**config.mk**
```make
export PLATFORM = sky130hd
export DESIGN_NAME = rx_ring_writer
export DESIGN_NICKNAME = d
export VERILOG_FILES = /design/src/rtl/rx_ring_pkg.sv /design/src/rtl/rx_ring_ptrs.sv /design/src/rtl/rx_ring_seq.sv /design/src/rtl/rx_ring_wport.sv /design/src/rtl/rx_ring_writer.sv
export SDC_FILE = /design/constraint.sdc
export NUM_CORES = 1
export LEC_CHECK = 0
export ABC_AREA = 1
export CAP_MARGIN = 30
export CORE_ASPECT_RATIO = 1.1
export CORE_MARGIN = 1.5
export CORE_UTILIZATION = 55
export DETAILED_ROUTE_END_ITERATION = 10
export PLACE_DENSITY = 0.87
export SLEW_MARGIN = 20
export SYNTH_ARGS = -nofsm -noshare
export SYNTH_HDL_FRONTEND = slang
export SYNTH_SLANG_ARGS = --single-unit
```
**constraint.sdc**
```tcl
create_clock -name clk -period 8.5 [get_ports clk]
set_input_delay 1.275 -clock clk [delete_from_list [all_inputs] [get_ports clk]]
set_output_delay 1.275 -clock clk [all_outputs]
set_load 0.02 [all_outputs]
```
**src/rtl/rx_ring_pkg.sv**
```systemverilog
package rx_ring_pkg;
  typedef enum logic [1:0] {
    ST_IDLE = 2'd0,
    ST_RECV = 2'd1,
    ST_DROP = 2'd2,
    ST_HDR  = 2'd3
  } rx_state_e;

  // bytes in the per-packet header
  localparam int HDR_BYTES = 4;
  // bias between the host pointer register and the true read offset
  localparam int RP_BIAS = 16;
endpackage

```
**src/rtl/rx_ring_ptrs.sv**
```systemverilog
module rx_ring_ptrs #(
  parameter int MIN_LOG2 = 13,
  parameter int OFF_W    = MIN_LOG2 + 5
) (
  input  logic             clk,
  input  logic             rst,
  input  logic [1:0]       ring_sel,
  input  logic             host_rp_we,
  input  logic [15:0]      host_rp_wdata,
  input  logic [OFF_W-1:0] wr_off,
  output logic [15:0]      host_rp,
  output logic [OFF_W-1:0] ring_mask,
  output logic [OFF_W:0]   space,
  output logic             buf_empty
);
  import rx_ring_pkg::*;

  localparam logic [15:0] RP_RESET = 16'(65536 - RP_BIAS);

  logic [OFF_W-1:0] ring_bytes;
  logic [OFF_W-1:0] rd_off;
  logic [OFF_W-1:0] gap;
  logic [15:0]      rd_true;

  assign ring_bytes = OFF_W'(1) << (MIN_LOG2 + int'(ring_sel));
  assign ring_mask  = ring_bytes - OFF_W'(1);
  assign rd_true    = host_rp + 16'(RP_BIAS);
  assign rd_off     = OFF_W'(rd_true) & ring_mask;
  assign gap        = (rd_off - wr_off) & ring_mask;
  // a zero gap means the ring is empty, so the whole ring is free
  assign space      = (gap == '0) ? {1'b0, ring_bytes} : {1'b0, gap};

  always_ff @(posedge clk) begin
    if (rst) begin
      host_rp   <= RP_RESET;
      buf_empty <= 1'b1;
    end else begin
      if (host_rp_we) host_rp <= host_rp_wdata;
      buf_empty <= (rd_off == wr_off);
    end
  end
endmodule

```
**src/rtl/rx_ring_seq.sv**
```systemverilog
module rx_ring_seq #(
  parameter int MIN_LOG2 = 13,
  parameter int OFF_W    = MIN_LOG2 + 5,
  parameter int CNT_W    = 16
) (
  input  logic             clk,
  input  logic             rst,
  input  logic             rx_en,
  input  logic             spill_en,
  input  logic             in_valid,
  input  logic             in_sof,
  input  logic             in_eof,
  input  logic             in_good,
  input  logic [7:0]       in_data,
  input  logic [OFF_W-1:0] ring_mask,
  input  logic [OFF_W:0]   space,
  output logic             req_we,
  output logic [OFF_W-1:0] req_off,
  output logic [7:0]       req_data,
  output logic [OFF_W-1:0] wr_off,
  output logic [CNT_W-1:0] missed
);
  import rx_ring_pkg::*;

  // a slot must leave one dword before the read offset after alignment
  localparam logic [OFF_W:0] MARGIN = (OFF_W+1)'(1 + 2 * HDR_BYTES);

  rx_state_e        st_q;
  logic [OFF_W-1:0] cnt_q;
  logic [1:0]       hc_q;
  logic             good_q;
  logic [OFF_W-1:0] wr_q;
  logic [CNT_W-1:0] miss_q;

  logic             starting;
  logic             accept;
  logic             fits;
  logic             store;
  logic [OFF_W-1:0] base_cnt;
  logic [OFF_W:0]   need;
  logic [OFF_W-1:0] byte_lin;
  logic [OFF_W-1:0] byte_off;
  logic [OFF_W-1:0] hdr_off;
  logic [OFF_W-1:0] aligned;
  logic [OFF_W-1:0] next_w;
  logic [15:0]      len16;
  logic [7:0]       hdr_byte;

  assign starting = in_valid && in_sof && (st_q == ST_IDLE);
  assign accept   = (starting && rx_en) || (in_valid && (st_q == ST_RECV));
  assign base_cnt = (st_q == ST_IDLE) ? '0 : cnt_q;
  assign need     = {1'b0, base_cnt} + MARGIN;
  assign fits     = (need <= space);
  assign store    = accept && fits;

  assign byte_lin = wr_q + OFF_W'(HDR_BYTES) + base_cnt;
  assign byte_off = spill_en ? byte_lin : (byte_lin & ring_mask);
  assign hdr_off  = wr_q + OFF_W'(hc_q);
  assign aligned  = (cnt_q + OFF_W'(HDR_BYTES + 3)) & ~OFF_W'(3);
  assign next_w   = (wr_q + aligned) & ring_mask;
  assign len16    = 16'(cnt_q);

  always_comb begin
    case (hc_q)
      2'd0:    hdr_byte = {7'd0, good_q};
      2'd1:    hdr_byte = 8'd0;
      2'd2:    hdr_byte = len16[7:0];
      default: hdr_byte = len16[15:8];
    endcase
  end

  always_comb begin
    if (st_q == ST_HDR) begin
      req_we   = 1'b1;
      req_off  = hdr_off;
      req_data = hdr_byte;
    end else begin
      req_we   = store;
      req_off  = byte_off;
      req_data = in_data;
    end
  end

  always_ff @(posedge clk) begin
    if (rst) begin
      st_q   <= ST_IDLE;
      cnt_q  <= '0;
      hc_q   <= 2'd0;
      good_q <= 1'b0;
      wr_q   <= '0;
      miss_q <= '0;
    end else begin
      case (st_q)
        ST_IDLE, ST_RECV: begin
          if (starting && !rx_en) begin
            st_q <= in_eof ? ST_IDLE : ST_DROP;
          end else if (accept && !fits) begin
            miss_q <= miss_q + CNT_W'(1);
            st_q   <= in_eof ? ST_IDLE : ST_DROP;
          end else if (store) begin
            cnt_q <= base_cnt + OFF_W'(1);
            if (in_eof) begin
              st_q   <= ST_HDR;
              good_q <= in_good;
              hc_q   <= 2'd0;
            end else begin
              st_q <= ST_RECV;
            end
          end
        end
        ST_DROP: begin
          if (in_valid && in_eof) st_q <= ST_IDLE;
        end
        default: begin
          hc_q <= hc_q + 2'd1;
          if (hc_q == 2'd3) begin
            wr_q <= next_w;
            st_q <= ST_IDLE;
          end
        end
      endcase
    end
  end

  assign wr_off = wr_q;
  assign missed = miss_q;
endmodule

```
**src/rtl/rx_ring_wport.sv**
```systemverilog
module rx_ring_wport #(
  parameter int ADDR_W = 32,
  parameter int OFF_W  = 18
) (
  input  logic              clk,
  input  logic              rst,
  input  logic              req_we,
  input  logic [OFF_W-1:0]  req_off,
  input  logic [7:0]        req_data,
  input  logic [ADDR_W-1:0] base,
  output logic [ADDR_W-1:0] mem_addr,
  output logic [7:0]        mem_wdata,
  output logic              mem_we
);
  always_ff @(posedge clk) begin
    if (rst) begin
      mem_we    <= 1'b0;
      mem_addr  <= '0;
      mem_wdata <= 8'd0;
    end else begin
      mem_we    <= req_we;
      mem_addr  <= base + ADDR_W'(req_off);
      mem_wdata <= req_data;
    end
  end
endmodule

```
**src/rtl/rx_ring_writer.sv**
```systemverilog
module rx_ring_writer #(
  parameter int MIN_LOG2 = 13,
  parameter int ADDR_W   = 32,
  parameter int CNT_W    = 16,
  localparam int OFF_W   = MIN_LOG2 + 5
) (
  input  logic              clk,
  input  logic              rst,
  input  logic              rx_en,
  input  logic              spill_en,
  input  logic [1:0]        ring_sel,
  input  logic [ADDR_W-1:0] buf_base,
  input  logic              host_rp_we,
  input  logic [15:0]       host_rp_wdata,
  input  logic              in_valid,
  input  logic              in_sof,
  input  logic              in_eof,
  input  logic              in_good,
  input  logic [7:0]        in_data,
  output logic [ADDR_W-1:0] mem_addr,
  output logic [7:0]        mem_wdata,
  output logic              mem_we,
  output logic [15:0]       host_rp,
  output logic [OFF_W-1:0]  wr_offset,
  output logic              buf_empty,
  output logic [CNT_W-1:0]  missed_count
);
  logic [OFF_W-1:0] ring_mask;
  logic [OFF_W:0]   space;
  logic             req_we;
  logic [OFF_W-1:0] req_off;
  logic [7:0]       req_data;

  rx_ring_ptrs #(.MIN_LOG2(MIN_LOG2), .OFF_W(OFF_W)) u_ptrs (
    .clk(clk), .rst(rst), .ring_sel(ring_sel),
    .host_rp_we(host_rp_we), .host_rp_wdata(host_rp_wdata),
    .wr_off(wr_offset), .host_rp(host_rp), .ring_mask(ring_mask),
    .space(space), .buf_empty(buf_empty)
  );

  rx_ring_seq #(.MIN_LOG2(MIN_LOG2), .OFF_W(OFF_W), .CNT_W(CNT_W)) u_seq (
    .clk(clk), .rst(rst), .rx_en(rx_en), .spill_en(spill_en),
    .in_valid(in_valid), .in_sof(in_sof), .in_eof(in_eof),
    .in_good(in_good), .in_data(in_data),
    .ring_mask(ring_mask), .space(space),
    .req_we(req_we), .req_off(req_off), .req_data(req_data),
    .wr_off(wr_offset), .missed(missed_count)
  );

  rx_ring_wport #(.ADDR_W(ADDR_W), .OFF_W(OFF_W)) u_wport (
    .clk(clk), .rst(rst), .req_we(req_we), .req_off(req_off),
    .req_data(req_data), .base(buf_base),
    .mem_addr(mem_addr), .mem_wdata(mem_wdata), .mem_we(mem_we)
  );
endmodule

```
# == Word level (Yosys, flattened, before mapping) ==
# Cells that the tools add are included.
# word_totals
register_bits,115
out_inout_bits,92
wordCells,91
# op_classes
n_addsub,14
order_cmp,1
n_eq_ne,13
shifts,1
mux,20
bitwise,8
reduce_logical,23
# op_table
cell,count
18-bit 2-to-1 mux,4
18-bit bitwise AND,3
18-bit adder,2
18-bit by 3-bit adder with 18-bit output (second input constant),2
32-bit by 18-bit adder with 32-bit output,1
1-bit by 32-bit << shifter with 18-bit output (first input constant),1
8-bit case mux with 3 select lines,1
2-bit 2-to-1 mux,11
18-bit by 4-bit adder with 19-bit output (second input constant),1
19-bit by 18-bit less-or-equal comparator with 1-bit output,1
18-bit by 1-bit adder with 18-bit output (second input constant),1
18-bit by 2-bit adder with 18-bit output,1
16-bit by 18-bit bitwise AND with 18-bit output,1
18-bit equality test,1
18-bit logical NOT,1
18-bit by 1-bit subtractor with 18-bit output (second input constant),1
18-bit subtractor,1
16-bit by 1-bit adder with 16-bit output (second input constant),1
16-bit by 5-bit adder with 16-bit output (second input constant),1
5-bit AND reduction,2
2-bit equality test (second input constant),4
1-bit logical AND,8
8-bit 2-to-1 mux,1
2-bit case mux with 2 select lines,2
other kinds (17),27

# == Logic depth before layout (Yosys ltp) ==
# logic_depth
ltp_word,14
mapped_depth,37
mapped_depth_nobuf,37

# == Cells and area by module ==
# A second synthesis with hierarchy kept.
# unflattened
cells_unflattened,1897
area_unflattened_um2,11722.5
# by_module_without_submodules
module,instances,cells_per_inst,area_each_um2,seq_area_each_um2
rx_ring_seq,1,1035,6622.6,1141.1
rx_ring_wport,1,490,2942.8,820.8
rx_ring_ptrs,1,372,2157.1,340.3

# == Least setup slack after synthesis ==
# No wires, ideal clock.
# synth_path
path_type,flip-flop to flip-flop
startpoint,reg u_seq.st_q[0]
endpoint,reg u_wport.mem_addr[26]
setup_time_ns,0.128
arrival_ns,4.609
required_ns,8.372
path_slack_ns,3.764
path_stages_with_launch,33
n_path_buf,2
synth_period_minus_slack_ns,4.736
path_cell_list,dfxtp_1 nor2_4 buf_6 clkbuf_1 nor2_1 ha_1 ha_1 inv_1 fa_1 nor2_1 nand2_1 nand2_1 a21oi_1 o21bai_1 nand2_1 nand2_1 inv_1 o21ai_0 nand2_1 inv_1 o21ai_0 o21ai_0 inv_1 ha_1 nand2_1 nor2_1 nand3_1 nand3_1 a21oi_1 o22ai_1 nor3b_1 xnor2_1 nor2_1
# synth_via
elab_chain_len,7
# synth_lines
item,line,source
start: declaration,rx_ring_seq.sv:28,rx_state_e st_q;
start signal: assignment,rx_ring_seq.sv:96,st_q <= in_eof ? ST_IDLE : ST_DROP;
start signal: assignment,rx_ring_seq.sv:99,st_q <= in_eof ? ST_IDLE : ST_DROP;
2-bit logical NOT,rx_ring_seq.sv:51,assign base_cnt = (st_q == ST_IDLE) ? '0 : cnt_q;
18-bit 2-to-1 mux,rx_ring_seq.sv:51,
18-bit adder,rx_ring_seq.sv:56,assign byte_lin = wr_q + OFF_W'(HDR_BYTES) + base_cnt;
18-bit bitwise AND,rx_ring_seq.sv:57,assign byte_off = spill_en ? byte_lin : (byte_lin & ring_mask);
18-bit 2-to-1 mux,rx_ring_seq.sv:57,
18-bit 2-to-1 mux (*),rx_ring_seq.sv:73,if (st_q == ST_HDR) begin
32-bit by 18-bit adder with 32-bit output (*),rx_ring_wport.sv:22,mem_addr <= base + ADDR_W'(req_off);
end signal: assignment,rx_ring_wport.sv:22,
end: declaration,rx_ring_wport.sv:11,"output logic [ADDR_W-1:0] mem_addr,"
# Every way passes the cells marked *; elsewhere a longest branch is shown, timed or not.
# A chain may end at the register's enable or synchronous reset.

# == Final worst setup path ==
# Ends and elaborated chain as after synthesis.

==> results.cfg <==
[sta]
skew_ns = 0.0136
finalWorstSetupSlack_ns = 2.86
achievable-frequency_mhz = 177
finalSetupViolCount = 0
final_period_minus_worst_setup_slack_ns = 5.64
final.setup.tns_ns = 0
relSlewSlack_pct = 42.2
final-max-slew-violation-count = 0
timing_worst_slew_pin_value_ns = 0.865
grt_setup_unrepaired = no
timing.final.crit_share_pct = 66.3
hold_violations = 0

[yosys]
synth_most_common_cell = sky130_fd_sc_hd__nand2_1
total_of_warnings_raised_by_yosys = 0
synth.yosys.seq_area_share_pct = 23.4
synthesis.nets = 1672
yosys.area.top_type = sky130_fd_sc_hd__dfxtp_1
synthDistinctLibCells = 54
post_synth_most_frequent_cells = sky130_fd_sc_hd__nand2_1 (286), sky130_fd_sc_hd__inv_1 (197), sky130_fd_sc_hd__a21oi_1 (169)
yosysTopAreaCellShare_pct = 23.4
yosys_most_used_dff = sky130_fd_sc_hd__dfxtp_1
postSynth.asyncResetShare_pct = 0
netlist_top_cells_area = sky130_fd_sc_hd__dfxtp_1 (23%), sky130_fd_sc_hd__ha_1 (14%), sky130_fd_sc_hd__nand2_1 (11%), sky130_fd_sc_hd__a21oi_1 (8.6%), sky130_fd_sc_hd__inv_1 (7.5%)
synth-seq-cells = 115
synth_enable_flop_cells = 0
number_of_standard_cells_after_synthesis = 1489
post_synth_instance_area_sq_mm = 0.00983
postSynthAreaPerCell_sq_um = 6.60

[detailed_routing]
remaining_drc_errors = 2
route.detailed.wl_per_inst_microns = 16.0
drt_initial_violations = 930
detailedRoute.firstPassIterationCount = 9
detail-route-antenna-nets = 0
via_count_normalized_by_instance_count = 5.70
drt_wl_total_mm = 30.2
route.vias.total = 10800

[min_path]
whs_path_depth = 2
kind_of_path_behind_the_tightest_hold_check = reg -> reg
hp-start = u_seq.missed[11]$_SDFFE_PP0P_
timing.hold.worst_endpoint = u_seq.missed[11]$_SDFFE_PP0P_

[die]
design.core.area_sq_mm = 0.0176
io-pin-count = 159
die-height_microns = 143
std_cell_rows = 51
die-width_microns = 130
die-area_sq_mm = 0.0187
initial_core_util_pct = 55.8

[setup_path]
path_delay_family = simple AND/OR/NAND/NOR gates
cp_slowest_stage_delay_ns = 0.58
crit_buf_inv = 4
crit_fanout = 21
critical_path.endpoint_type = register
flop2flop_setup_slack_ns = 2.86
path_class = reg -> reg
critPathSlowestCell = sky130_fd_sc_hd__nor2_4
rr_endpoint = u_wport.mem_addr[26]$_SDFF_PP0_
timing.critical_path.required_ns = 8.79
cp_common_cell = sky130_fd_sc_hd__nand2_1
timing.reg2reg.worst_path_depth = 30
timing.critical_path.arrival_ns = 5.93
crit-reg2reg-launch = u_seq.st_q[0]$_SDFFE_PP0P_
timing.critical_path.from_type = register

[cells_and_area]
area_growth_syn_to_layout_pct = 23.6
final_net_count = 1818
layout.filler_cells = 1542
drive_above_1_share_pct = 3.95
fin_area_sq_mm = 0.0122
num_antenna_cells = 0
post-route-util_pct = 69.0

[placed_design]
finalWeightedCongestion = 1.01
dpl-instance-area_sq_mm = 0.0116
dpl.hpwl_mm = 23.3
dp_slack_ns = 2.70
buffers_on_ports = 158

[clock_tree]
clk_pin_slew_worst_paths_ns = 0.06
tritoncts_num_sinks = 115
cts_tree = done
h-tree-depth = 4
number_of_buffers_inserted_during_clock_tree_synthesis = 17
post-cts-setup-buffers = 0
post_cts.resized_instances = 0
cts_buffer_depth = 2
worst_skew_pair.late_latency_ns = 0.43
cts.root.buffer_cell = sky130_fd_sc_hd__clkbuf_16
cts.hold.buffers_added = 0

[global_routing]
grtUsageTotal_pct = 32.4
antenna_found_initial = 0
maximum_number_of_pins_on_one_net_before_global_route_repair = 85
global_route.overflow_total = 0
first_global_vias = 9897
grt_first_pass_wirelength_mm = 47.2

[pwr]
pleak_nw = 5.74
power_per_cell_area_mw_per_mm2 = 145
ir_drop_uv = 135
post-layout-total-power_mw = 1.76

[flow_run]
max_cap_violations = 0

[outcome]
violations_in_the_final_reports = design-rule violations
status = finished with violations
-- cell families after synthesis --
kind of cell,count (synthesis),synth area share (%)
adders and majority gates,116,15.1
xor gates and xnor gates,64,5.70
other,1,0.0381
buffers and inverters,235,9.30
muxes,1,0.102
DFF,115,23.4
AOI/OAI and AO/OA,358,19.8
and+or+nand+nor,599,26.5
-- flip-flops by register name (all words and copies together) (netlist names) --
signal             flops
u_seq.wr_off          18
u_seq.st_q             2
u_wport.mem_we         1
u_seq.hc_q             2
u_wport.mem_wdata      8
u_ptrs.host_rp        16
u_seq.good_q           1
u_seq.missed          16
u_seq.cnt_q           18
u_ptrs.buf_empty       1
u_wport.mem_addr      32
-- worst register-to-register path: cells and delay by family, from the launching register on --
family | cells | cell delay (ns)
buffers and inverters | 4 | 0.23
XOR/XNOR | 1 | 0.16
AND/OR/NAND/NOR | 14 | 2.21
adder cells (fa/ha/maj) | 4 | 1.20
AO/OA/AOI/OAI | 7 | 1.34
flip-flops | 1 | 0.37
-- metrics by stage --
step	std cells	hold WS (ns)
finish	1885	0.496
global route	1885	0.518
CTS	1885	0.496
detailed placement	1854	0.483
global placement	1854	0.478
floorplan	1489	0.469
-- placed cells by master, fill, tap and decap left out, types with 22 or more instances in the layout --
cell	n
sky130_fd_sc_hd__a21oi_1	169
sky130_fd_sc_hd__clkdlybuf4s50_1	158
sky130_fd_sc_hd__dfxtp_1	115
sky130_fd_sc_hd__ha_1	111
sky130_fd_sc_hd__inv_1	196
sky130_fd_sc_hd__nand2_1	286
sky130_fd_sc_hd__nand3_1	76
sky130_fd_sc_hd__nand4_1	23
sky130_fd_sc_hd__nor2_1	148
sky130_fd_sc_hd__nor3_1	22
sky130_fd_sc_hd__o21ai_0	112
sky130_fd_sc_hd__xnor2_1	26
sky130_fd_sc_hd__xor2_1	38
-- layout make-up --
type                       count  area, sq um  share of cell area [%]
clock buffer                  19          443                    3.64
sequential                   115         2300                    18.9
timing repair buffer         161         1600                    13.2
clock inverter                12          133                    1.09
tap                          238          298                    2.45
multi-input combinational   1139         6620                    54.5
inverter                     201          754                    6.21
-- worst max-delay path by stage --
stage / from / to / slack [ns] / cells past startpoint
2_1_floorplan: u_seq.st_q[0]$_SDFFE_PP0P_ / u_wport.mem_addr[26]$_SDFF_PP0_ / 3.76 / 32
3_3_place_gp: ring_sel[1] / u_seq.hc_q[1]$_SDFFE_PP0P_ / 2.85 / 30
3_5_place_dp: ring_sel[1] / u_seq.hc_q[0]$_SDFFE_PP0P_ / 2.70 / 30
4_1_cts: u_seq.st_q[0]$_SDFFE_PP0P_ / u_wport.mem_addr[26]$_SDFF_PP0_ / 2.92 / 30
5_1_grt: u_seq.st_q[0]$_SDFFE_PP0P_ / u_wport.mem_addr[26]$_SDFF_PP0_ / 2.32 / 30
6_report: u_seq.st_q[0]$_SDFFE_PP0P_ / u_wport.mem_addr[26]$_SDFF_PP0_ / 2.86 / 30
-- power by group --
part	internal (mW)	total [mW]	switching, mW
logic	0.175	0.446	0.270
clock network	0.437	0.716	0.279
registers	0.570	0.596	0.0261
-- layer usage --
metal | share of wire, % | track usage, %
met1 | 39 | 38.3
met2 | 47 | 56.3
met3 | 8.6 | 5.36
met4 | 4.8 | 16.5
met5 | 0 | 0
(Power assumes the default switching activity.)
